<file path="src/rtl/bimodal_table.sv">
module bimodal_table #(
  parameter int          ADDR_W   = 32,
  parameter int          IDX_W    = 4,
  parameter int          ADDR_LSB = 2,
  parameter bit          HYST     = 1'b0,
  parameter logic [1:0]  INIT     = 2'b10
) (
  input  logic              clk,
  input  logic              rst_n,
  input  logic [ADDR_W-1:0] lk_addr,
  output logic              lk_taken,
  output logic [1:0]        lk_state,
  input  logic              up_valid,
  input  logic [ADDR_W-1:0] up_addr,
  input  logic              up_taken
);
  localparam int DEPTH = 1 << IDX_W;

  logic [1:0]       tbl [DEPTH];
  logic [IDX_W-1:0] lk_idx, up_idx;
  logic             unused_bits;

  assign lk_idx      = lk_addr[ADDR_LSB +: IDX_W];
  assign up_idx      = up_addr[ADDR_LSB +: IDX_W];
  assign unused_bits = ^{lk_addr, up_addr};

  assign lk_state = tbl[lk_idx];
  assign lk_taken = lk_state[1];

  function automatic logic [1:0] step(input logic [1:0] s, input logic t);
    if (HYST) begin
      case (s)
        2'b00:   step = t ? 2'b01 : 2'b00;
        2'b01:   step = t ? 2'b11 : 2'b00;
        2'b10:   step = t ? 2'b11 : 2'b00;
        default: step = t ? 2'b11 : 2'b10;
      endcase
    end else begin
      if (t) step = (s == 2'b11) ? s : s + 2'b01;
      else   step = (s == 2'b00) ? s : s - 2'b01;
    end
  endfunction

  always_ff @(posedge clk) begin
    if (!rst_n) begin
      for (int i = 0; i < DEPTH; i++) tbl[i] <= INIT;
    end else if (up_valid) begin
      tbl[up_idx] <= step(tbl[up_idx], up_taken);
    end
  end

  // saturating counter steps down by one from weakly taken
  p_sat_down_r3: assert property (@(posedge clk) disable iff (!rst_n)
    (!HYST && up_valid && !up_taken && tbl[up_idx] == 2'b10)
      |=> tbl[$past(up_idx)] == 2'b01);

  // hysteresis jumps from weakly taken to strongly not-taken
  p_hys_jump_r4: assert property (@(posedge clk) disable iff (!rst_n)
    (HYST && up_valid && !up_taken && tbl[up_idx] == 2'b10)
      |=> tbl[$past(up_idx)] == 2'b00);

  // strong taken never wraps
  p_top_clamp_r5: assert property (@(posedge clk) disable iff (!rst_n)
    (up_valid && up_taken && tbl[up_idx] == 2'b11)
      |=> tbl[$past(up_idx)] == 2'b11);

  // strong not-taken never wraps
  p_bot_clamp_r5: assert property (@(posedge clk) disable iff (!rst_n)
    (up_valid && !up_taken && tbl[up_idx] == 2'b00)
      |=> tbl[$past(up_idx)] == 2'b00);

  // without an update strobe the looked-up entry keeps its value
  p_hold_r7: assert property (@(posedge clk) disable iff (!rst_n)
    !up_valid |=> tbl[$past(lk_idx)] == $past(lk_state));

  // one miss from a strong state keeps the direction
  p_strong_keep_r9: assert property (@(posedge clk) disable iff (!rst_n)
    (up_valid && tbl[up_idx] == 2'b11 && !up_taken)
      |=> tbl[$past(up_idx)][1] == 1'b1);
endmodule

</file>
<file path="config.mk">
export PLATFORM = sky130hd
export DESIGN_NAME = bimodal_table
export DESIGN_NICKNAME = d
export VERILOG_FILES = /design/src/rtl/bimodal_table.sv
export SDC_FILE = /design/constraint.sdc
export NUM_CORES = 1
export LEC_CHECK = 0
export BUFFER_PORTS_ARGS = -buffer_cell sky130_fd_sc_hd__buf_2
export CAP_MARGIN = 20
export CORE_MARGIN = 3
export CORE_UTILIZATION = 44
export CTS_CLUSTER_SIZE = 24
export DETAILED_ROUTE_END_ITERATION = 6
export GPL_ROUTABILITY_DRIVEN = 0
export PLACE_DENSITY = 0.73
export SLEW_MARGIN = 20
export SYNTH_ARGS = -nofsm -noshare
export SYNTH_HDL_FRONTEND = slang
export SYNTH_SLANG_ARGS = --single-unit
export TNS_END_PERCENT = 30
</file>
<file path="constraint.sdc">
create_clock -name clk -period 2.1 [get_ports clk]
set_clock_uncertainty 0.05 [all_clocks]
set_input_delay 0 -clock clk [delete_from_list [all_inputs] [get_ports clk]]
set_output_delay 0 -clock clk [all_outputs]
set_load 0.01 [all_outputs]
</file>
* Word level (Yosys, flattened, before mapping)
Memories as Yosys holds them, arrays and structs flattened.
Index checks and enable logic that the tools add are counted.
W data, S select, Z words.
** Cells by class
- Add/subtract/negate cells :: 2
- Eq/ne operators :: 1
- Muxes and demuxes :: 12
- Reduce and logical (&&, ||, !) cells :: 2
** Operator list (count)
- $mux W2 :: 6
- $mux W1 :: 5
- $mux W4 :: 1
- $add A2 B1 Y2 const B :: 1
- $eq A2 B2 Y1 const B :: 1
- $logic_not A2 Y1 :: 1
- $reduce_or A2 Y1 :: 1
- $sub A2 B1 Y2 const B :: 1
** Word-level totals
- Flip-flop bits (word level) :: 0
- Memory bits (writable) :: 32
- Bits of input ports :: 68
- Output and inout port bits :: 3
- Logic and storage cells :: 18
- Memories :: 1
** Memory list
- tbl :: words 16, width 2, rd ports 2, clocked after memory_dff 0, wr ports 16, line 19 : logic [1:0] tbl [DEPTH];

* Longest topological paths before layout
Gate-level depths: netlist of the first run.
An unclocked memory read counts as a cell.
- Depth in word-level cells :: 7
- Depth in mapped cells :: 8
- Depth with buffers taken out :: 5

* Worst setup path before layout of the first run
No wires, ideal clock.
- Kind :: register to register
- Start :: memory tbl[1][1]
- End :: memory tbl[8][1] (data pin)
- Library setup time :: 0.287 ns
- Arrival :: 1.608 ns
- Required time :: 1.763 ns
- Setup slack :: 0.156 ns
- Cell stages (with the launch flop) :: 7
- Path buffers :: 1
- Clock period less this slack :: 1.944 ns
- Cells stage by stage :: edfxtp_1 mux4_1 a22oi_1 and3_1 maj3_4 buf_6 nand3_1
** RTL lines (line)
- start: declaration :: 19

==> impl_summary.log, run 1 <==
[metrics] area share of the largest cell type after synthesis: 49.8%
[metrics] Yosys warning total: 0
[metrics] final setup slack of the worst path: 0.0789 ns
[metrics] flip-flop and latch area: 961 um2
[metrics] per-instance average area after synthesis: 12.7 um2
[metrics] clk root buf: sky130_fd_sc_hd__clkbuf_8
[metrics] combined area of all synthesized cells: 0.00193 mm2
[metrics] flops & latches, synth: 32
[metrics] Slew HR: 56.1%
[metrics] Die Outline Area: 0.00522 mm2
[metrics] maximum number of pins on one net before global-route repair: 17
[metrics] TritonCTS buffer count: 5
[metrics] fraction of the yosys area taken by sequential cells: 49.8%
[metrics] antenna violations before repair: 0
[metrics] share of the synthesized netlist area taken by xor and xnor gates: 0%
[metrics] power density relative to cell area: 640 mW/mm2
[metrics] total negative slack for setup checks: 0 ns
[metrics] count of nets after finishing: 237
[metrics] gate count of the mapped netlist: 152
[metrics] CP endpoint kind: register
[metrics] endpoint required time on the critical path: 2.04 ns
[metrics] drt first pass iters: 6
[metrics] detailed placer's ending HPWL: 2.79 mm
[metrics] io pins: 71
[metrics] clock-pin slew on the worst setup and hold paths: 0.06 ns
[metrics] result of the run: complete, no violations
[metrics] launching element type of the critical path: register
[metrics] Sinks on Clock Net: 32
[metrics] number of vias per cell: 6.05
[metrics] post-synthesis adder-cell area fraction: 1.43%
[metrics] H-tree depth reported by CTS: 2
[metrics] Bufs and invs on worst path: 0
[metrics] initial cell density of the core: 46.9%
[metrics] transition at the pin with the smallest max-transition slack: 0.657 ns
[metrics] worst supply voltage drop on vdd: 0.000220 V
[metrics] Max Clock Freq: 0.495 GHz
[metrics] area added between synthesis and finish: 11.6%
[metrics] setup repair after global routing missed its margin: false
[metrics] ranking of synthesized cells by area: sky130_fd_sc_hd__edfxtp_1 50%, sky130_fd_sc_hd__mux4_2 13%, sky130_fd_sc_hd__mux4_1 9.5%, sky130_fd_sc_hd__nand2_1 6.4%, sky130_fd_sc_hd__nand3_1 4.9%
[metrics] critical setup path kind: reg2reg
[metrics] final-report max-slew violation count: 0
[metrics] final hold vios: 0
[metrics] via count of the first global-routing pass: 1429
[metrics] TritonCTS clock tree: yes
[metrics] floorplan core area: 0.00412 mm2
[metrics] wire length of the first global-routing pass: 6.52 mm
[metrics] global route overflow: 0
[metrics] cell breakdown of the critical path: mux4_1 -> a22oi_2 -> and3_4 -> maj3_4 -> nand3_1
[metrics] share of the clock period used by the worst path after layout: 96.2%
[metrics] register containing the most flip-flops in the final layout: tbl
[metrics] overall die height: 72.2 um
[metrics] First DRT Iteration DRCs: 114
[metrics] min Tclk post-route: 2.02 ns
[metrics] Critical Path Max Stage Delay: 0.54 ns
[metrics] Regs by FF count: tbl: 32 flops
[metrics] routed wire length: 4.08 mm
[metrics] final number of setup-violating endpoints: 0
[metrics] number of different library cells in the post-synthesis netlist: 22
[metrics] routed wire length per instance: 18.5 um
[metrics] overall die width: 72.2 um
[metrics] DRC: 0
[metrics] final core utilization: 52.4%
[metrics] overall fraction of global-route tracks in use: 17.1%
[metrics] Layout fillers: 351
[metrics] portion of netlist area occupied by mux cells: 22.4%
[metrics] dpl cell area: 0.00202 mm2
[metrics] post-route cell area: 0.00215 mm2
[metrics] family of cells with the greatest summed delay on the critical path: multiplexers
[metrics] area of the multi-input gates: 908 um2
[metrics] vias: 1331
[metrics] max-cap violation count: 0
[metrics] Site Rows: 23
[metrics] dominant combinational cell family by area after synthesis: multiplexers
[metrics] diode count: 0
[metrics] buffer levels on the longest clock path: 2
[metrics] data arrival time of the critical path: 1.96 ns
[metrics] leakage power of the design: 0.708 nW
[metrics] antenna violation net count after detailed routing: 0
[metrics] net count after synthesis: 220
[metrics] cell at the slowest stage of the critical path: sky130_fd_sc_hd__mux4_1
[metrics] number of buffers inserted by port buffering: 14
[metrics] compound-cell area share of the yosys netlist: 0.389%
[metrics] basic-gate share of the synthesized area counting and, or, nand and nor cells: 21.3%
[metrics] type of the tightest min-delay check: in2reg
[metrics] Largest register FFs: 32
[metrics] layout cell share with drive strength beyond 1: 33.5%
[metrics] clock latency on the worst-skew pair: 0.28 ns
[metrics] worst setup timing slack at the placement stage: -0.0337 ns
[metrics] dominant cell type by area after synthesis: sky130_fd_sc_hd__edfxtp_1
[metrics] maximum net fanout on the critical path: 8
synthesized netlist by cell type:
master and n:
sky130_fd_sc_hd__nand2_1 33, sky130_fd_sc_hd__buf_2 1, sky130_fd_sc_hd__maj3_4 2, sky130_fd_sc_hd__mux4_1 7, sky130_fd_sc_hd__mux4_2 11, sky130_fd_sc_hd__and4_1 1
sky130_fd_sc_hd__clkbuf_1 6, sky130_fd_sc_hd__buf_6 3, sky130_fd_sc_hd__nand3_1 19, sky130_fd_sc_hd__nor2b_1 4, sky130_fd_sc_hd__edfxtp_1 32, sky130_fd_sc_hd__nor2_1 10
sky130_fd_sc_hd__nor2_4 1, sky130_fd_sc_hd__buf_8 1, sky130_fd_sc_hd__buf_4 1, sky130_fd_sc_hd__nor3_1 2, sky130_fd_sc_hd__a22oi_1 1, sky130_fd_sc_hd__inv_1 2
sky130_fd_sc_hd__and3_1 1, sky130_fd_sc_hd__nand2b_1 4, sky130_fd_sc_hd__nand4_2 1, sky130_fd_sc_hd__nor2_2 9
placed cells by master, fill, tap and decap left out:
cell	instances
sky130_fd_sc_hd__nor2b_1	4
sky130_fd_sc_hd__nand2_2	1
sky130_fd_sc_hd__nor2_1	10
sky130_fd_sc_hd__edfxtp_1	32
sky130_fd_sc_hd__a22oi_2	1
sky130_fd_sc_hd__nor3_1	2
sky130_fd_sc_hd__nand4_2	1
sky130_fd_sc_hd__buf_12	1
sky130_fd_sc_hd__buf_4	6
sky130_fd_sc_hd__mux4_2	12
sky130_fd_sc_hd__inv_1	2
sky130_fd_sc_hd__maj3_4	3
sky130_fd_sc_hd__clkbuf_1	2
sky130_fd_sc_hd__and3_4	1
sky130_fd_sc_hd__buf_2	14
sky130_fd_sc_hd__clkbuf_8	5
sky130_fd_sc_hd__nand3_2	1
sky130_fd_sc_hd__nand3_1	18
sky130_fd_sc_hd__nand2b_1	4
sky130_fd_sc_hd__nor2_2	9
sky130_fd_sc_hd__mux4_1	6
sky130_fd_sc_hd__and4_4	1
sky130_fd_sc_hd__nand2_1	32
sky130_fd_sc_hd__nor2_4	1
sky130_fd_sc_hd__clkinv_1	1
per-layer routing:
layer	GRT usage [%]	share of wire (%)	wire (um)	up-vias
li1	-	-	-	608
met1	17.6	35	1410	629
met2	30.9	53	2150	79
met3	2.77	9.7	397	15
met4	12.3	2.8	115	0
met5	0	0	0	-
worst paths after layout:
path | startpoint | end | slack, ns | cells past startpoint
max | tbl[5][1] | tbl[10][1] | 0.08 | 5
min | up_addr[5] | tbl[5][1] | 0.19 | 3
max reg2reg | tbl[5][1] | tbl[10][1] | 0.08 | 5
min reg2reg | tbl[10][0] | tbl[8][0] | 1.26 | 6
per-stage QoR:
stage	total power [W]	hold slack [ns]	std cells
6_report	0.00138	0.187	220
5_1_grt	0.00143	0.211	220
4_1_cts	0.00138	0.166	220
3_5_place_dp	0.000927	0.333	209
3_3_place_gp	0.000919	0.323	209
2_1_floorplan	0.000885	0.136	152
worst min-delay path, stage by stage:
cell and delay [ns]:
sky130_fd_sc_hd__buf_2 0.17, sky130_fd_sc_hd__nor2_1 0.14, sky130_fd_sc_hd__nand3_1 0.09
logic make-up (layout without fill, tap and decap cells):
logic type               Yosys count  after routing
buffers and inverters             14             31
multiplexers                      18             18
flip-flops                        32             32
AND/OR/NAND/NOR                   85             85
adder cells (fa/ha/maj)            2              3
AO/OA/AOI/OAI                      1              1
power by group:
part | internal (W) | total, W | leakage, nW | switching [W]
combinational | 0.0000956 | 0.000220 | 0.386 | 0.000125
sequential | 0.000719 | 0.000728 | 0.282 | 0.00000880
clock | 0.000230 | 0.000431 | 0.0399 | 0.000202
total | 0.00104 | 0.00138 | 0.708 | 0.000335
final cells by class:
class	count	share of cell area, %
repair buffers	21	6.27
flip-flops and latches	32	44.6
well taps	50	2.90
multi-input cells	107	42.2
clock inverters	1	0.174
inverters	2	0.348
clock buffers	7	3.54
repair_timing:
item | 4_1_cts | 5_1_grt
setup endpoints to repair | 23 | 28
setup buffers | 2 | 0
cloned | 1 | 0
gates resized for setup | 2 | 5
hold buffers | 0 | 0
pin swaps | 2 | 2
No activity file was read; power rests on OpenSTA's default activity.
==> inputs of run 2 (changes only) <==
--- a/config.mk
+++ b/config.mk
@@ -8,11 +8,11 @@
 export BUFFER_PORTS_ARGS = -buffer_cell sky130_fd_sc_hd__buf_2
 export CAP_MARGIN = 20
 export CORE_MARGIN = 3
-export CORE_UTILIZATION = 44
+export CORE_UTILIZATION = 53
 export CTS_CLUSTER_SIZE = 24
 export DETAILED_ROUTE_END_ITERATION = 6
 export GPL_ROUTABILITY_DRIVEN = 0
-export PLACE_DENSITY = 0.73
+export PLACE_DENSITY = 0.83
 export SLEW_MARGIN = 20
 export SYNTH_ARGS = -nofsm -noshare
 export SYNTH_HDL_FRONTEND = slang
==> constraint.sdc (replaced) <==
create_clock -name clk -period 2.4 [get_ports clk]
set_clock_uncertainty 0.05 [all_clocks]
set_input_delay 0 -clock clk [delete_from_list [all_inputs] [get_ports clk]]
set_output_delay 0 -clock clk [all_outputs]
set_load 0.01 [all_outputs]
==> run 2 against run 1 <==
Worst setup slack gained 0.18 ns. Total power shrank 22%. Combinational power is 27% lower. Final area is 5.9% lower. Hold slack got worse by 0.092 ns. Maximum frequency down 5.6%. Non-clock buffer count decreased by 6. Critical path type unchanged. Largest cell class unchanged.
==> impl_summary.log, run 2 (synthesis gave the netlist of run 1 again) <==
[metrics] Die Outline Area: 0.00440 mm2 (-16%)
[metrics] routed wire length per instance: 19.7 um (+6.5%)
[metrics] routed wire length: 4.10 mm (+0.71%)
[metrics] most frequent standard cell in the layout excluding fill and tap cells: sky130_fd_sc_hd__nand2_1
[metrics] launching element type of the critical path: register
[metrics] final core utilization: 59.3% (+7.0 points)
[metrics] overall die height: 66.4 um (-8.1%)
[metrics] hold-critical path depth: 2 (-1)
[metrics] floorplan core area: 0.00342 mm2 (-17%)
[metrics] via count of the first global-routing pass: 1353 (-5.3%)
[metrics] Switching Fraction: 26.2% (+1.9 points)
[metrics] overall fraction of global-route tracks in use: 21.5% (+4.5 points)
[metrics] Layout fillers: 288 (-18%)
[metrics] dpl cell area: 0.00198 mm2 (-1.7%)
[metrics] share of total power in the clock network: 25.7% (-5.6 points)
[metrics] area added between synthesis and finish: 4.99%
[metrics] overall die width: 66.4 um (-8.1%)
[metrics] final number of setup-violating endpoints: 0 (unchanged)
[metrics] min Tclk post-route: 2.14 ns (+0.119 ns)
[metrics] count of nets after finishing: 230 (-3.0%)
[metrics] drt first pass iters: 5 (-1)
[metrics] area of the multi-input gates: 878 um2 (-3.3%)
[metrics] clock-pin slew on the worst setup and hold paths: 0.09 ns (+0.03 ns)
[metrics] worst supply voltage drop on vdd: 0.000295 V (+34%)
[metrics] maximum net fanout on the critical path: 16 (+8)
[metrics] Regs by FF count: tbl: 32 flops
[metrics] wire length of the first global-routing pass: 6.76 mm (+3.6%)
[metrics] R2R cell count: 5 (unchanged)
[metrics] transition at the pin with the smallest max-transition slack: 0.701 ns (+0.0441 ns)
[metrics] power density relative to cell area: 529 mW/mm2 (-17%)
[metrics] TritonCTS buffer count: 5 (unchanged)
[metrics] combinational power share: 15.0% (-1.0 points)
[metrics] Slew HR: 52.9% (-3.2 points)
[metrics] flip-flop and latch area: 961 um2 (unchanged)
[metrics] H-tree depth reported by CTS: 2 (unchanged)
[metrics] Sinks on Clock Net: 32 (unchanged)
[metrics] final-report max-slew violation count: 0 (unchanged)
[metrics] post-route cell area: 0.00203 mm2 (-5.9%)
[metrics] diode count: 0 (unchanged)
[metrics] final hold vios: 0 (unchanged)
[metrics] DRC: 0 (unchanged)
[metrics] reported net switching power: 0.000281 W (-16%)
[metrics] vias: 1323 (-0.60%)
[metrics] result of the run: complete, no violations
[metrics] total negative slack for setup checks: 0 ns (unchanged)
[metrics] setup repair after global routing missed its margin: false
[metrics] Site Rows: 21 (-8.7%)
[metrics] initial cell density of the core: 56.5% (+9.6 points)
[metrics] register containing the most flip-flops in the final layout: tbl
[metrics] max-cap violation count: 0 (unchanged)
[metrics] power consumption: 0.00107 W (-22%)
[metrics] critical setup path kind: reg2reg
[metrics] data arrival time of the critical path: 2.14 ns (+0.18 ns)
[metrics] buffer levels on the longest clock path: 2 (unchanged)
[metrics] number of gates resized after CTS: 0 (-2)
[metrics] number of vias per cell: 6.36 (+5.1%)
[metrics] buffer count from post-CTS setup fixing: 0 (-2)
[metrics] Max Clock Freq: 0.467 GHz (-5.6%)
[metrics] Flop pwr share: 59.3% (+6.5 points)
[metrics] most used cells in the layout excluding fill and tap cells: 33 x sky130_fd_sc_hd__nand2_1, 32 x sky130_fd_sc_hd__edfxtp_1, 19 x sky130_fd_sc_hd__nand3_1
[metrics] layout cell share with drive strength beyond 1: 27.2% (-6.4 points)
[metrics] TritonCTS clock tree: yes
[metrics] endpoint required time on the critical path: 2.40 ns (+0.36 ns)
[metrics] maximum number of pins on one net before global-route repair: 19 (+2)
[metrics] antenna violations before repair: 0 (unchanged)
[metrics] leakage power of the design: 0.653 nW (-7.8%)
[metrics] global route overflow: 0 (unchanged)
[metrics] clock latency on the worst-skew pair: 0.34 ns (+0.06 ns)
[metrics] share of the clock period used by the worst path after layout: 89.2% (-7.1 points)
[metrics] clk root buf: sky130_fd_sc_hd__clkbuf_4
[metrics] antenna violation net count after detailed routing: 0 (unchanged)
[metrics] cell-internal power: 0.000791 W (-24%)
[metrics] Largest register FFs: 32 (unchanged)
[metrics] CP endpoint kind: register
[metrics] CTS Hold Buffers Added: 0 (unchanged)
[metrics] First DRT Iteration DRCs: 94 (-18%)
[metrics] type of the tightest min-delay check: in2reg
[metrics] detailed placer's ending HPWL: 2.94 mm (+5.2%)
[metrics] number of buffers inserted by port buffering: 14 (unchanged)
[metrics] io pins: 71 (unchanged)
[run 2: changes by cell type in the layout (fill, tap and decap cells not counted), moves of 2 or more]
cell,change
sky130_fd_sc_hd__clkbuf_1,-2
sky130_fd_sc_hd__buf_4,-5
sky130_fd_sc_hd__clkbuf_4,+5
sky130_fd_sc_hd__clkbuf_8,-5
[run 2: routing by layer]
layer	global-route usage [%]	wire length, um	vias to the layer above
li1	-	-	588
met1	25.9	1630	670
met2	36.7	2120	55
met3	5.78	277	10
met4	8.38	74	0
met5	0	0	-
[run 2: path summary, 6_finish.rpt]
| path | endpoint | start | slack (ns) |
|---|---|---|---|
| max | tbl[10][1] | tbl[2][1] | 0.26 |
| min | tbl[13][1] | rst_n | 0.09 |
| max reg2reg | tbl[10][1] | tbl[2][1] | 0.26 |
| min reg2reg | tbl[5][0] | tbl[11][0] | 1.26 |
[run 2: final cells by class]
class	count	share of cell area [%]
Sequential cell	32	47.4
Multi-Input combinational cell	106	43.3
Timing Repair Buffer	15	3.83
Tap cell	46	2.84
Clock buffer	5	1.85
Clock inverter	2	0.370
Inverter	2	0.370
[run 2: metrics by stage]
step / instances / worst slack, ns / hold WS [ns]
after floorplan: 152 / 0.456 / 0.136
final: 208 / 0.260 / 0.0944
after global routing: 208 / 0.179 / 0.114
after detailed placement: 201 / 0.214 / 0.336
after global placement: 201 / 0.289 / 0.322
after CTS: 208 / 0.239 / 0.0827
[run 2: power groups by stage]
stage	clock network [W]	registers [W]	logic, W
5_1_grt	0.000304	0.000637	0.000174
2_1_floorplan	0	0.000644	0.000130
6_report	0.000275	0.000636	0.000161
3_3_place_gp	0	0.000647	0.000153
4_1_cts	0.000280	0.000636	0.000161
3_5_place_dp	0	0.000649	0.000160
[run 2: worst max-delay path: stages (launching register included)]
cell and delay [ns]:
sky130_fd_sc_hd__edfxtp_1 0.41, sky130_fd_sc_hd__mux4_1 0.51, sky130_fd_sc_hd__a22oi_1 0.20, sky130_fd_sc_hd__and3_1 0.25, sky130_fd_sc_hd__maj3_4 0.33, sky130_fd_sc_hd__nand3_1 0.11
